--- config.mk ---
export PLATFORM = sky130hd
export DESIGN_NAME = pit_channel
export DESIGN_NICKNAME = d
export VERILOG_FILES = /design/src/rtl/pit_pkg.sv /design/src/rtl/pit_edge_sync.sv /design/src/rtl/pit_cfg.sv /design/src/rtl/pit_core.sv /design/src/rtl/pit_channel.sv
export SDC_FILE = /design/constraint.sdc
export NUM_CORES = 1
export LEC_CHECK = 0
export CAP_MARGIN = 20
export CORE_MARGIN = 5
export CORE_UTILIZATION = 40
export CTS_BUF_LIST = sky130_fd_sc_hd__clkbuf_2
export CTS_CLUSTER_DIAMETER = 100
export CTS_CLUSTER_SIZE = 24
export DETAILED_ROUTE_END_ITERATION = 8
export DONT_BUFFER_PORTS = 1
export HOLD_SLACK_MARGIN = 0.12
export PLACE_DENSITY = 0.59
export SETUP_SLACK_MARGIN = 0.02
export SLEW_MARGIN = 5
export SYNTH_ARGS = -nofsm -noshare
export SYNTH_HDL_FRONTEND = slang
export SYNTH_SLANG_ARGS = --single-unit
--- constraint.sdc ---
create_clock -name clk -period 3 [get_ports clk]
set_input_delay 0.6 -clock clk [delete_from_list [all_inputs] [get_ports clk]]
set_output_delay 0.6 -clock clk [all_outputs]
set_load 0.005 [all_outputs]
--- src/rtl/pit_pkg.sv ---
// Package: shared mode encoding and per-mode property helpers for the
// timer channel. Assumes a 3-bit mode field; values 6 and 7 are illegal.
package pit_pkg;

    typedef enum logic [2:0] {
        MD_TC_FLAG   = 3'd0,
        MD_ONE_SHOT  = 3'd1,
        MD_DIVIDER   = 3'd2,
        MD_SQUARE    = 3'd3,
        MD_SW_STROBE = 3'd4,
        MD_HW_STROBE = 3'd5
    } pit_mode_e;

    // True when a gate rising edge (re)starts counting in this mode.
    function automatic logic gate_restarts(input logic [2:0] m);
        return (m == MD_ONE_SHOT) || (m == MD_DIVIDER) ||
               (m == MD_SQUARE)   || (m == MD_HW_STROBE);
    endfunction

    // True when counting waits for a gate edge after a load.
    function automatic logic needs_gate_start(input logic [2:0] m);
        return (m == MD_ONE_SHOT) || (m == MD_HW_STROBE);
    endfunction

endpackage

--- src/rtl/pit_edge_sync.sv ---
// Synchronizes WIDTH asynchronous inputs through STAGES flops and flags
// rising and falling edges as one-system-cycle pulses.
// Assumes the inputs stay stable for at least STAGES+1 system clocks.
module pit_edge_sync #(
    parameter int WIDTH  = 2,
    parameter int STAGES = 2
) (
    input  logic             clk,
    input  logic             rst_n,
    input  logic [WIDTH-1:0] async_i,
    output logic [WIDTH-1:0] rise_o,
    output logic [WIDTH-1:0] fall_o
);
    logic [WIDTH-1:0] chain_q [STAGES];
    logic [WIDTH-1:0] prev_q;

    genvar gi;
    generate
        for (gi = 0; gi < STAGES; gi++) begin : g_stage
            // Shift one synchronizer stage.
            always_ff @(posedge clk) begin
                if (!rst_n) chain_q[gi] <= '0;
                else if (gi == 0) chain_q[gi] <= async_i;
                else chain_q[gi] <= chain_q[(gi == 0) ? 0 : gi - 1];
            end
        end
    endgenerate

    // Keep the previous synchronized value for edge detection.
    always_ff @(posedge clk) begin
        if (!rst_n) prev_q <= '0;
        else        prev_q <= chain_q[STAGES-1];
    end

    assign rise_o = chain_q[STAGES-1] & ~prev_q;
    assign fall_o = ~chain_q[STAGES-1] & prev_q;

endmodule

--- src/rtl/pit_cfg.sv ---
// Holds the active mode and preset. Accepts a load only when the mode is
// defined and the preset is legal for it; rejected loads change nothing.
module pit_cfg
    import pit_pkg::*;
#(
    parameter int CNT_W = 16
) (
    input  logic             clk,
    input  logic             rst_n,
    input  logic             load_i,
    input  logic [2:0]       mode_i,
    input  logic [CNT_W-1:0] preset_i,
    output logic             accept_o,
    output logic [2:0]       mode_o,
    output logic [CNT_W-1:0] preset_o
);
    logic mode_ok, preset_ok;

    // Decide legality of the offered mode/preset pair.
    always_comb begin
        mode_ok   = (mode_i <= 3'd5);
        preset_ok = !(((mode_i == MD_DIVIDER) || (mode_i == MD_SQUARE)) &&
                      (preset_i == CNT_W'(1)));
    end

    assign accept_o = load_i && mode_ok && preset_ok;

    // Register an accepted configuration.
    always_ff @(posedge clk) begin
        if (!rst_n) begin
            mode_o   <= MD_TC_FLAG;
            preset_o <= '0;
        end else if (accept_o) begin
            mode_o   <= mode_i;
            preset_o <= preset_i;
        end
    end

    AST_PRESET_LEGAL: assert property (@(posedge clk) disable iff (!rst_n)
        ((mode_o == MD_DIVIDER) || (mode_o == MD_SQUARE)) |-> (preset_o != CNT_W'(1)));

endmodule

--- src/rtl/pit_core.sv ---
// Down counter and output-pin state machine for all six modes. Steps on
// tick_i (a falling counting-clock edge). Assumes accept_i and mode_nxt_i
// describe a load taking effect at this edge; mode_i/preset_i hold the
// configuration currently in force.
module pit_core
    import pit_pkg::*;
#(
    parameter int CNT_W = 16
) (
    input  logic             clk,
    input  logic             rst_n,
    input  logic             accept_i,
    input  logic [2:0]       mode_nxt_i,
    input  logic [2:0]       mode_i,
    input  logic [CNT_W-1:0] preset_i,
    input  logic             tick_i,
    input  logic             gate_rise_i,
    output logic [CNT_W-1:0] count_o,
    output logic             out_o
);
    localparam logic [CNT_W-1:0] ONE = CNT_W'(1);
    localparam logic [CNT_W-1:0] TWO = CNT_W'(2);

    logic [CNT_W-1:0] cnt_q, start_val;
    logic out_q, pend_q, run_q, stall_q, done_q;

    // Start/reload value: square mode drops bit 0 of the preset.
    assign start_val = (mode_i == MD_SQUARE) ? {preset_i[CNT_W-1:1], 1'b0} : preset_i;

    // Advance counter and output state on loads, gate edges and ticks.
    always_ff @(posedge clk) begin
        if (!rst_n) begin
            cnt_q <= '0; out_q <= 1'b1; pend_q <= 1'b0;
            run_q <= 1'b0; stall_q <= 1'b0; done_q <= 1'b0;
        end else if (accept_i) begin
            pend_q  <= !needs_gate_start(mode_nxt_i);
            run_q   <= 1'b0;
            stall_q <= 1'b0;
            done_q  <= 1'b0;
            out_q   <= (mode_nxt_i != MD_TC_FLAG);
        end else if (gate_rise_i && gate_restarts(mode_i)) begin
            pend_q  <= 1'b1;
            stall_q <= 1'b0;
            if ((mode_i == MD_DIVIDER) || (mode_i == MD_SQUARE)) out_q <= 1'b1;
        end else if (tick_i && pend_q) begin
            cnt_q  <= start_val;
            pend_q <= 1'b0;
            run_q  <= 1'b1;
            done_q <= 1'b0;
            if (mode_i == MD_ONE_SHOT) out_q <= 1'b0;
            else if (mode_i != MD_TC_FLAG) out_q <= 1'b1;
        end else if (tick_i && run_q) begin
            case (mode_i)
                MD_TC_FLAG, MD_ONE_SHOT: begin
                    cnt_q <= cnt_q - ONE;
                    if (cnt_q == ONE) out_q <= 1'b1;
                end
                MD_DIVIDER: begin
                    if (cnt_q == ONE) begin
                        cnt_q <= preset_i;
                        out_q <= 1'b1;
                    end else begin
                        cnt_q <= cnt_q - ONE;
                        out_q <= (cnt_q != TWO);
                    end
                end
                MD_SQUARE: begin
                    if (cnt_q == TWO) begin
                        if (preset_i[0] && out_q && !stall_q) begin
                            stall_q <= 1'b1;
                        end else begin
                            cnt_q   <= start_val;
                            out_q   <= !out_q;
                            stall_q <= 1'b0;
                        end
                    end else begin
                        cnt_q <= cnt_q - TWO;
                    end
                end
                default: begin
                    cnt_q <= cnt_q - ONE;
                    if ((cnt_q == ONE) && !done_q) begin
                        out_q  <= 1'b0;
                        done_q <= 1'b1;
                    end else begin
                        out_q <= 1'b1;
                    end
                end
            endcase
        end
    end

    assign count_o = cnt_q;
    assign out_o   = out_q;

    AST_SQUARE_EVEN: assert property (@(posedge clk) disable iff (!rst_n)
        (run_q && !pend_q && (mode_i == MD_SQUARE)) |-> (cnt_q[0] == 1'b0));
    AST_DIVIDER_NONZERO: assert property (@(posedge clk) disable iff (!rst_n)
        (run_q && (mode_i == MD_DIVIDER) && (preset_i != '0)) |-> (cnt_q != '0));
    AST_STROBE_ON_TICK: assert property (@(posedge clk) disable iff (!rst_n)
        (((mode_i == MD_SW_STROBE) || (mode_i == MD_HW_STROBE)) && $fell(out_q))
        |-> $past(tick_i));
    AST_GATE_NO_EFFECT: assert property (@(posedge clk) disable iff (!rst_n)
        (((mode_i == MD_TC_FLAG) || (mode_i == MD_SW_STROBE)) && gate_rise_i &&
         !tick_i && !accept_i) |=> ($stable(out_q) && $stable(cnt_q)));

endmodule

--- src/rtl/pit_channel.sv ---
// Top of one timer channel: synchronizes the counting clock and gate,
// validates host loads, and runs the mode-dependent down counter.
// Assumes cnt_clk and gate change slowly relative to clk.
module pit_channel
    import pit_pkg::*;
#(
    parameter int CNT_W       = 16,
    parameter int SYNC_STAGES = 2
) (
    input  logic             clk,
    input  logic             rst_n,
    input  logic             cnt_clk,
    input  logic             gate,
    input  logic [2:0]       mode_i,
    input  logic [CNT_W-1:0] preset_i,
    input  logic             load_i,
    output logic [CNT_W-1:0] count_o,
    output logic             out_o
);
    localparam int N_IN = 2;

    logic [N_IN-1:0] rise, fall;
    logic             accept;
    logic [2:0]       mode_q;
    logic [CNT_W-1:0] preset_q;

    pit_edge_sync #(.WIDTH(N_IN), .STAGES(SYNC_STAGES)) u_sync (
        .clk(clk), .rst_n(rst_n), .async_i({gate, cnt_clk}),
        .rise_o(rise), .fall_o(fall)
    );

    pit_cfg #(.CNT_W(CNT_W)) u_cfg (
        .clk(clk), .rst_n(rst_n), .load_i(load_i), .mode_i(mode_i),
        .preset_i(preset_i), .accept_o(accept), .mode_o(mode_q),
        .preset_o(preset_q)
    );

    pit_core #(.CNT_W(CNT_W)) u_core (
        .clk(clk), .rst_n(rst_n), .accept_i(accept), .mode_nxt_i(mode_i),
        .mode_i(mode_q), .preset_i(preset_q), .tick_i(fall[0]),
        .gate_rise_i(rise[1]), .count_o(count_o), .out_o(out_o)
    );

    AST_RISE_NO_STEP: assert property (@(posedge clk) disable iff (!rst_n)
        (rise[0] && !fall[0] && !accept) |=> $stable(count_o));

endmodule

After elaboration in Yosys (flattened, before gate mapping)
Memories as Yosys holds them, arrays and structs flattened.
Cells that the tools add are included.
{"block": "word_totals", "ram_bits": 4, "elab_cells": 110, "mem_count": 1, "out_inout_bits": 17, "inputBits": 24, "reg_bits": 42}
{"block": "op_classes", "n_eq_ne": 19, "n_reduce_logical": 36, "add_sub_neg": 2, "order_cmp": 1, "bitwise": 10, "mux": 32}
{"name": "u_sync.chain_q", "words": 2, "word_bits": 2, "read_ports": 2, "rd_clocked_by_memory_dff": 0, "wr": 2, "line": "pit_edge_sync.sv:14", "rtl": "logic [WIDTH-1:0] chain_q [STAGES];"}
{"op": "$mux W16", "count": 5}
{"op": "$eq A16 B1 Y1 const B", "count": 2}
{"op": "$pmux W16 S2", "count": 1}
{"op": "$mux W1", "count": 23}
{"op": "$eq A16 B2 Y1 const B", "count": 1}
{"op": "$ne A16 B2 Y1 const B", "count": 1}
{"op": "$sub A16 B1 Y16 const B", "count": 1}
{"op": "$sub A16 B2 Y16 const B", "count": 1}
{"op": "$eq A3 B2 Y1 const B", "count": 4}
{"op": "$reduce_and A4 Y1", "count": 3}
{"op": "$ne A5 B5 Y1 const B", "count": 2}
{"op": "$logic_and A1 B1 Y1", "count": 9}
{"op": "$reduce_bool A3 Y1", "count": 3}
{"op": "$eq A3 B1 Y1 const B", "count": 2}
{"op": "$eq A3 B3 Y1 const B", "count": 2}
{"op": "$logic_or A1 B1 Y1", "count": 6}
{"op": "$reduce_and A6 Y1", "count": 1}
{"op": "$logic_not A1 Y1", "count": 5}
{"op": "$ne A5 B2 Y1 const B", "count": 1}
{"op": "$ne A5 B4 Y1 const B", "count": 1}
{"op": "$not A1 Y1", "count": 5}
{"op": "$mux W2", "count": 2}
{"op": "$ne A4 B4 Y1 const B", "count": 1}
{"op": "$reduce_bool A2 Y1", "count": 2}
{"op": "other kinds (14)", "count": 16}

Longest topological paths before layout
{"block": "logic_depth", "depth_word": 9, "ltp_mapped": 10, "ltp_nobuf": 9}

Cells and area by module
From an unflattened synthesis, not the netlist that was laid out.
{"block": "unflattened", "hier_cells": 416, "area_unflattened_um2": 3362.0}
{"module": "pit_core", "cells_each": 280, "area_each_um2": 2120.8, "n_inst": 1, "seq_area_each_um2": 420.4}
{"module": "pit_cfg", "cells_each": 120, "area_each_um2": 1058.5, "n_inst": 1, "seq_area_each_um2": 380.4}
{"module": "pit_edge_sync", "cells_each": 16, "area_each_um2": 182.7, "n_inst": 1, "seq_area_each_um2": 120.1}

Worst setup path after synthesis
Ideal clock, no wire load.
{"block": "synth_timing", "path_type": "input-to-reg", "start": "input preset_i[12]", "end": "register u_core.cnt_q[7], in the netlist u_core.count_o[7]", "arrival_ns": 2.006, "path_buffers": 1, "stages": 7, "setup_time_ns": 0.119, "slack_ns": 0.875, "t_required_ns": 2.881, "path_cell_list": "nor4b_1 > nand4_1 > a31oi_4 > and3_4 > buf_6 > nand2_1 > o221a_1"}
{"block": "synth_between", "elab_chain_cells": 6}
{"element": "start, declared", "line": "pit_channel.sv:15", "rtl": "input logic [CNT_W-1:0] preset_i,"}
{"element": "$eq A16 B1 Y1", "line": "pit_cfg.sv:23", "rtl": "(preset_i == CNT_W'(1)));"}
{"element": "$logic_and A1 B1 Y1", "line": "pit_cfg.sv:22", "rtl": "preset_ok = !(((mode_i == MD_DIVIDER) || (mode_i == MD_SQUARE)) &&"}
{"element": "$logic_not A1 Y1", "line": "pit_cfg.sv:22"}
{"element": "$logic_and A1 B1 Y1", "line": "pit_cfg.sv:26", "rtl": "assign accept_o = load_i && mode_ok && preset_ok;"}
{"element": "$not A1 Y1 (no line)"}
{"element": "$reduce_and A4 Y1 (no line)"}
{"element": "end signal, assigned", "line": "pit_core.sv:46", "rtl": "cnt_q <= start_val;"}
{"element": "end signal, assigned", "line": "pit_core.sv:55", "rtl": "cnt_q <= cnt_q - ONE;"}
{"element": "end signal, assigned", "line": "pit_core.sv:60", "rtl": "cnt_q <= preset_i;"}
{"element": "end, declared", "line": "pit_core.sv:24", "rtl": "logic [CNT_W-1:0] cnt_q, start_val;"}
No other way between the ends.
A chain may end at the register's enable or synchronous reset.

Worst setup path after layout
{"block": "layout_timing", "start": "register u_core.cnt_q[1], in the netlist u_core.count_o[1]", "end": "register u_core.cnt_q[12], in the netlist u_core.count_o[12]"}
{"block": "layout_between", "elab_chain_cells": 5, "elab_cells_between_ends": 11, "classes_between": "add/sub (2); eq/ne (3); mux (5); reduce/logical (1)"}
{"element": "$sub A16 B2 Y16 (tied with other cells)", "line": "pit_core.sv:77", "rtl": "cnt_q <= cnt_q - TWO;"}
{"element": "$mux W16, on equally long branches", "line": "pit_core.sv:68, pit_core.sv:59"}
{"element": "$pmux W16 S2", "line": "pit_core.sv:53", "rtl": "case (mode_i)"}
{"element": "$mux W16", "line": "pit_core.sv:52", "rtl": "end else if (tick_i && run_q) begin"}
{"element": "$mux W16", "line": "pit_core.sv:45", "rtl": "end else if (tick_i && pend_q) begin"}
Several ways; a longest one is shown, not always the timed one. The select of a mux whose other input is x is not followed.

==> Flow_metrics.wiki <==
{| class="wikitable"
! Metric !! Value
|-
| Final period utilization || 0.873
|-
| Post-route insts no fill || between 400 and 500
|-
| Number of unique standard cell types used by synthesis || 63
|-
| Share of the synthesized area in the top cell type || 0.322
|-
| Total half-perimeter wirelength after legalization and detailed placement || roughly 5700 um
|-
| Worst min path class || in -> reg
|-
| Arrival time worst endpoint || 2.98 ns
|-
| Most used routing layer || met2
|-
| Chip width || between 90 and 100 um
|-
| Clock tree buffer depth || 2
|-
| Routed via count divided by cell count || roughly 6
|-
| Transition time of the tightest slew-check pin || 0.508 ns
|-
| Required time worst endpoint || roughly 3.4 ns
|-
| R2r endpoint || u_core.count_o[12]
|-
| Largest cells by area after synthesis || sky130_fd_sc_hd__dfxtp_1 32%, sky130_fd_sc_hd__mux2i_1 6.7%, sky130_fd_sc_hd__nor2b_1 4.8%
|-
| Combined area of all synthesized cells || 0.00286 mm2
|-
| Post-route ant nets || 0
|-
| Cts repair resizes || 0
|-
| Placeable Area || roughly 0.0069 mm2
|-
| Post-synthesis cell type with the largest combined area || sky130_fd_sc_hd__dfxtp_1
|-
| Dominant synthesized flop cell || sky130_fd_sc_hd__dfxtp_1
|-
| Static Leakage || 1.12 nW
|-
| Flip-flop and latch count after synthesis || 46
|-
| WL final || 7700 um
|-
| Count of pins on the block boundary || approximately 40
|-
| Min Clock Period, post-route || ~2.6 ns
|-
| Initial core utilization || 0.416
|-
| Number of placed instances with taps included || roughly 420
|-
| Final setup violation count || 0
|-
| Syn_area_per_cell || around 8.5 um2
|-
| Most common cell in the synthesized netlist || sky130_fd_sc_hd__dfxtp_1
|-
| Growth of design area from synthesis to finish || 2.80%
|-
| Routing usage on met1 || 0.258
|-
| Setup bufs post-CTS || 0
|-
| Flop2flop setup slack || between 0.3 and 0.4 ns
|-
| Maximum number of pins on one net before global-route repair || 47
|-
| Net count, final || about 360
|-
| Post-synth EDFFs || 0
|-
| Synthesized net count || 367
|-
| Hold Path Origin || rst_n
|-
| Tot GR Track Use || 0.177
|-
| Setup tns final || 0 ns
|-
| Worst-case headroom to the max-slew limit || 0.659
|-
| Path depth of the worst reg2reg path || 9
|-
| Cell count after synthesis || between 300 and 400
|-
| Routed length per placed instance || about 18 um
|-
| Clk_lat worst skew || between 0.4 and 0.5 ns
|-
| FMAX || around 380 MHz
|-
| Async SR Flop Fraction || 0
|-
| Number of iterations in the first detailed-routing pass || 8
|-
| DIE AREA || a little under 0.009 mm2
|-
| Max-cap violations || 0
|-
| Total clock buffers created by CTS || 5
|-
| Synth Warn # || 0
|-
| Worst Hold Path EP || u_core.out_o
|-
| CTS clk-pin slew, worst paths || between 0.2 and 0.3 ns
|-
| Routability congestion estimate from global placement || roughly 0.92
|-
| Sequential fraction of the synthesis area || 0.322
|-
| WS Path Type || reg -> reg
|-
| TritonCTS clock tree || built
|-
| Endpoints failing hold || 0
|-
| Total design power || 1.11 mW
|-
| Antenna Cells || 0
|-
| Crit path launch type || register
|-
| Pwr per Cell Area || approximately 380 mW/mm2
|-
| Number of antenna violations at the first check in global routing || 0
|-
| Number of instances on the worst hold path || 1
|-
| Grt met2 use || 0.259
|-
| Site row count || 30
|-
| Total number of vias || approximately 2600
|-
| Unrepaired setup endpoints after global routing || false
|-
| Port buffer count || 0
|-
| Die height || about 95 um
|-
| Initial detailed-routing violation count || roughly 250
|-
| Sink Count || 46
|-
| Proportion of layout cells with a drive suffix above 1 || 0.103
|-
| Kind of capture point of the worst setup path || register
|-
| Max FO, Critical Path || 8
|-
| Post-detailed-route DRC marker count || 0
|-
| Clock Tree Root || sky130_fd_sc_hd__clkbuf_2
|-
| Leftover overflow at the end of global routing || 0
|-
| Max Transition Viols Final || 0
|-
| Max IR drop VDD || around 0.00021 V
|-
| H-tree depth || 2
|-
| Via count of the first global-routing pass || 2288
|-
| Hold buffer count at CTS || 0
|-
| Global-route track usage on met3 || 0.0414
|-
| Top cells by count, synth || 46 x sky130_fd_sc_hd__dfxtp_1, 26 x sky130_fd_sc_hd__nand2_1, 25 x sky130_fd_sc_hd__nor2_1
|-
| Crit Reg-Reg Startpoint || u_core.count_o[1]
|-
| Clk_skew || between 0.03 and 0.04 ns
|-
| Outcome || completed
|-
| Global-route wire length before repair || around 12000 um
|}
[sequential cells by signal, summed over array words and instances (netlist names)]
register        flops
u_sync.prev_q       2
u_core.run_q        1
u_core.out_o        1
u_core.count_o     16
u_sync.chain_q      4
u_cfg.preset_o     16
u_core.done_q       1
u_cfg.mode_o        3
u_core.pend_q       1
u_core.stall_q      1
[worst max-delay path, cell delays in order, from the launching register on]
cell,delay [ns]
sky130_fd_sc_hd__dfxtp_1,0.47
sky130_fd_sc_hd__inv_1,0.21
sky130_fd_sc_hd__ha_1,0.36
sky130_fd_sc_hd__nor4b_1,0.34
sky130_fd_sc_hd__a41oi_2,0.23
sky130_fd_sc_hd__nor2_2,0.32
sky130_fd_sc_hd__o221a_2,0.29
sky130_fd_sc_hd__a32oi_1,0.10
sky130_fd_sc_hd__a21oi_1,0.14
sky130_fd_sc_hd__a21oi_1,0.08
[kinds of logic (layout without fill, tap and decap cells)]
| logic type | count (synthesis) | after routing | share of synthesized area |
|---|---|---|---|
| fa+ha+maj | 5 | 5 | 0.0219 |
| simple gates | 141 | 141 | 0.292 |
| compound gates | 90 | 90 | 0.218 |
| flops | 46 | 46 | 0.322 |
| buf+inv | 30 | 21 | 0.0556 |
| xor+xnor | 5 | 5 | 0.0153 |
| mux | 21 | 21 | 0.0744 |
[routing by layer]
layer	up-vias	share of wire
met5	-	0
met3	11	0.088
li1	1234	-
met4	0	0.015
met1	1188	0.47
met2	122	0.43
[power by group]
| group | total (mW) | internal (mW) | switching (mW) |
|---|---|---|---|
| Clock | 0.291 | 0.0633 | 0.228 |
| Combinational | 0.153 | 0.0726 | 0.0805 |
| Sequential | 0.665 | 0.637 | 0.0280 |
[worst max-delay path by stage]
stage          slack (ns)                 end              start  cells after the start
3_3_place_gp         0.46  u_core.count_o[12]  u_core.count_o[1]                      9
4_1_cts              0.43  u_core.count_o[12]  u_core.count_o[1]                      9
6_report             0.38  u_core.count_o[12]  u_core.count_o[1]                      9
5_1_grt              0.11   u_core.count_o[4]  u_core.count_o[1]                      8
3_5_place_dp         0.46  u_core.count_o[12]  u_core.count_o[1]                      9
2_1_floorplan        0.88   u_core.count_o[7]       preset_i[12]                      7
[area by class of cell]
class,count,area [um2]
clock buffers,5,25.0
clock inverters,3,22.5
fillers,699,3930
inverters,7,26.3
multi-input cells,262,1780
flip-flops and latches,46,921
well taps,96,120
repair buffers,6,45.0
[cell usage in the layout, fill, tap and decap left out, types with 3 or more instances in the layout]
master,count
sky130_fd_sc_hd__nand2b_1,5
sky130_fd_sc_hd__o211ai_1,5
sky130_fd_sc_hd__a21oi_1,23
sky130_fd_sc_hd__xnor2_1,3
sky130_fd_sc_hd__clkbuf_2,5
sky130_fd_sc_hd__a32oi_1,4
sky130_fd_sc_hd__nor4_4,3
sky130_fd_sc_hd__nor2b_1,22
sky130_fd_sc_hd__buf_4,6
sky130_fd_sc_hd__o21ai_0,9
sky130_fd_sc_hd__o21ai_1,12
sky130_fd_sc_hd__nor4b_1,3
sky130_fd_sc_hd__nor2_1,25
sky130_fd_sc_hd__ha_1,5
sky130_fd_sc_hd__dfxtp_1,46
sky130_fd_sc_hd__mux2i_1,19
sky130_fd_sc_hd__inv_1,7
sky130_fd_sc_hd__nand4_1,5
sky130_fd_sc_hd__a31oi_1,5
sky130_fd_sc_hd__and2_1,8
sky130_fd_sc_hd__nand2_1,26
sky130_fd_sc_hd__o22ai_1,4
sky130_fd_sc_hd__nand3_1,13
sky130_fd_sc_hd__nor4_1,8
sky130_fd_sc_hd__nor3_1,8
[metrics by stage]
stage	setup WS, ns	area (um2)	utilization	hold slack (ns)
floorplan	0.875	2860	-	0.412
global route	0.111	2940	0.428	0.186
detailed placement	0.456	2890	0.421	0.420
finish	0.382	2940	0.428	0.224
global placement	0.462	2890	0.421	0.416
CTS	0.429	2940	0.428	0.202
No activity file was read; power rests on OpenSTA's default activity.
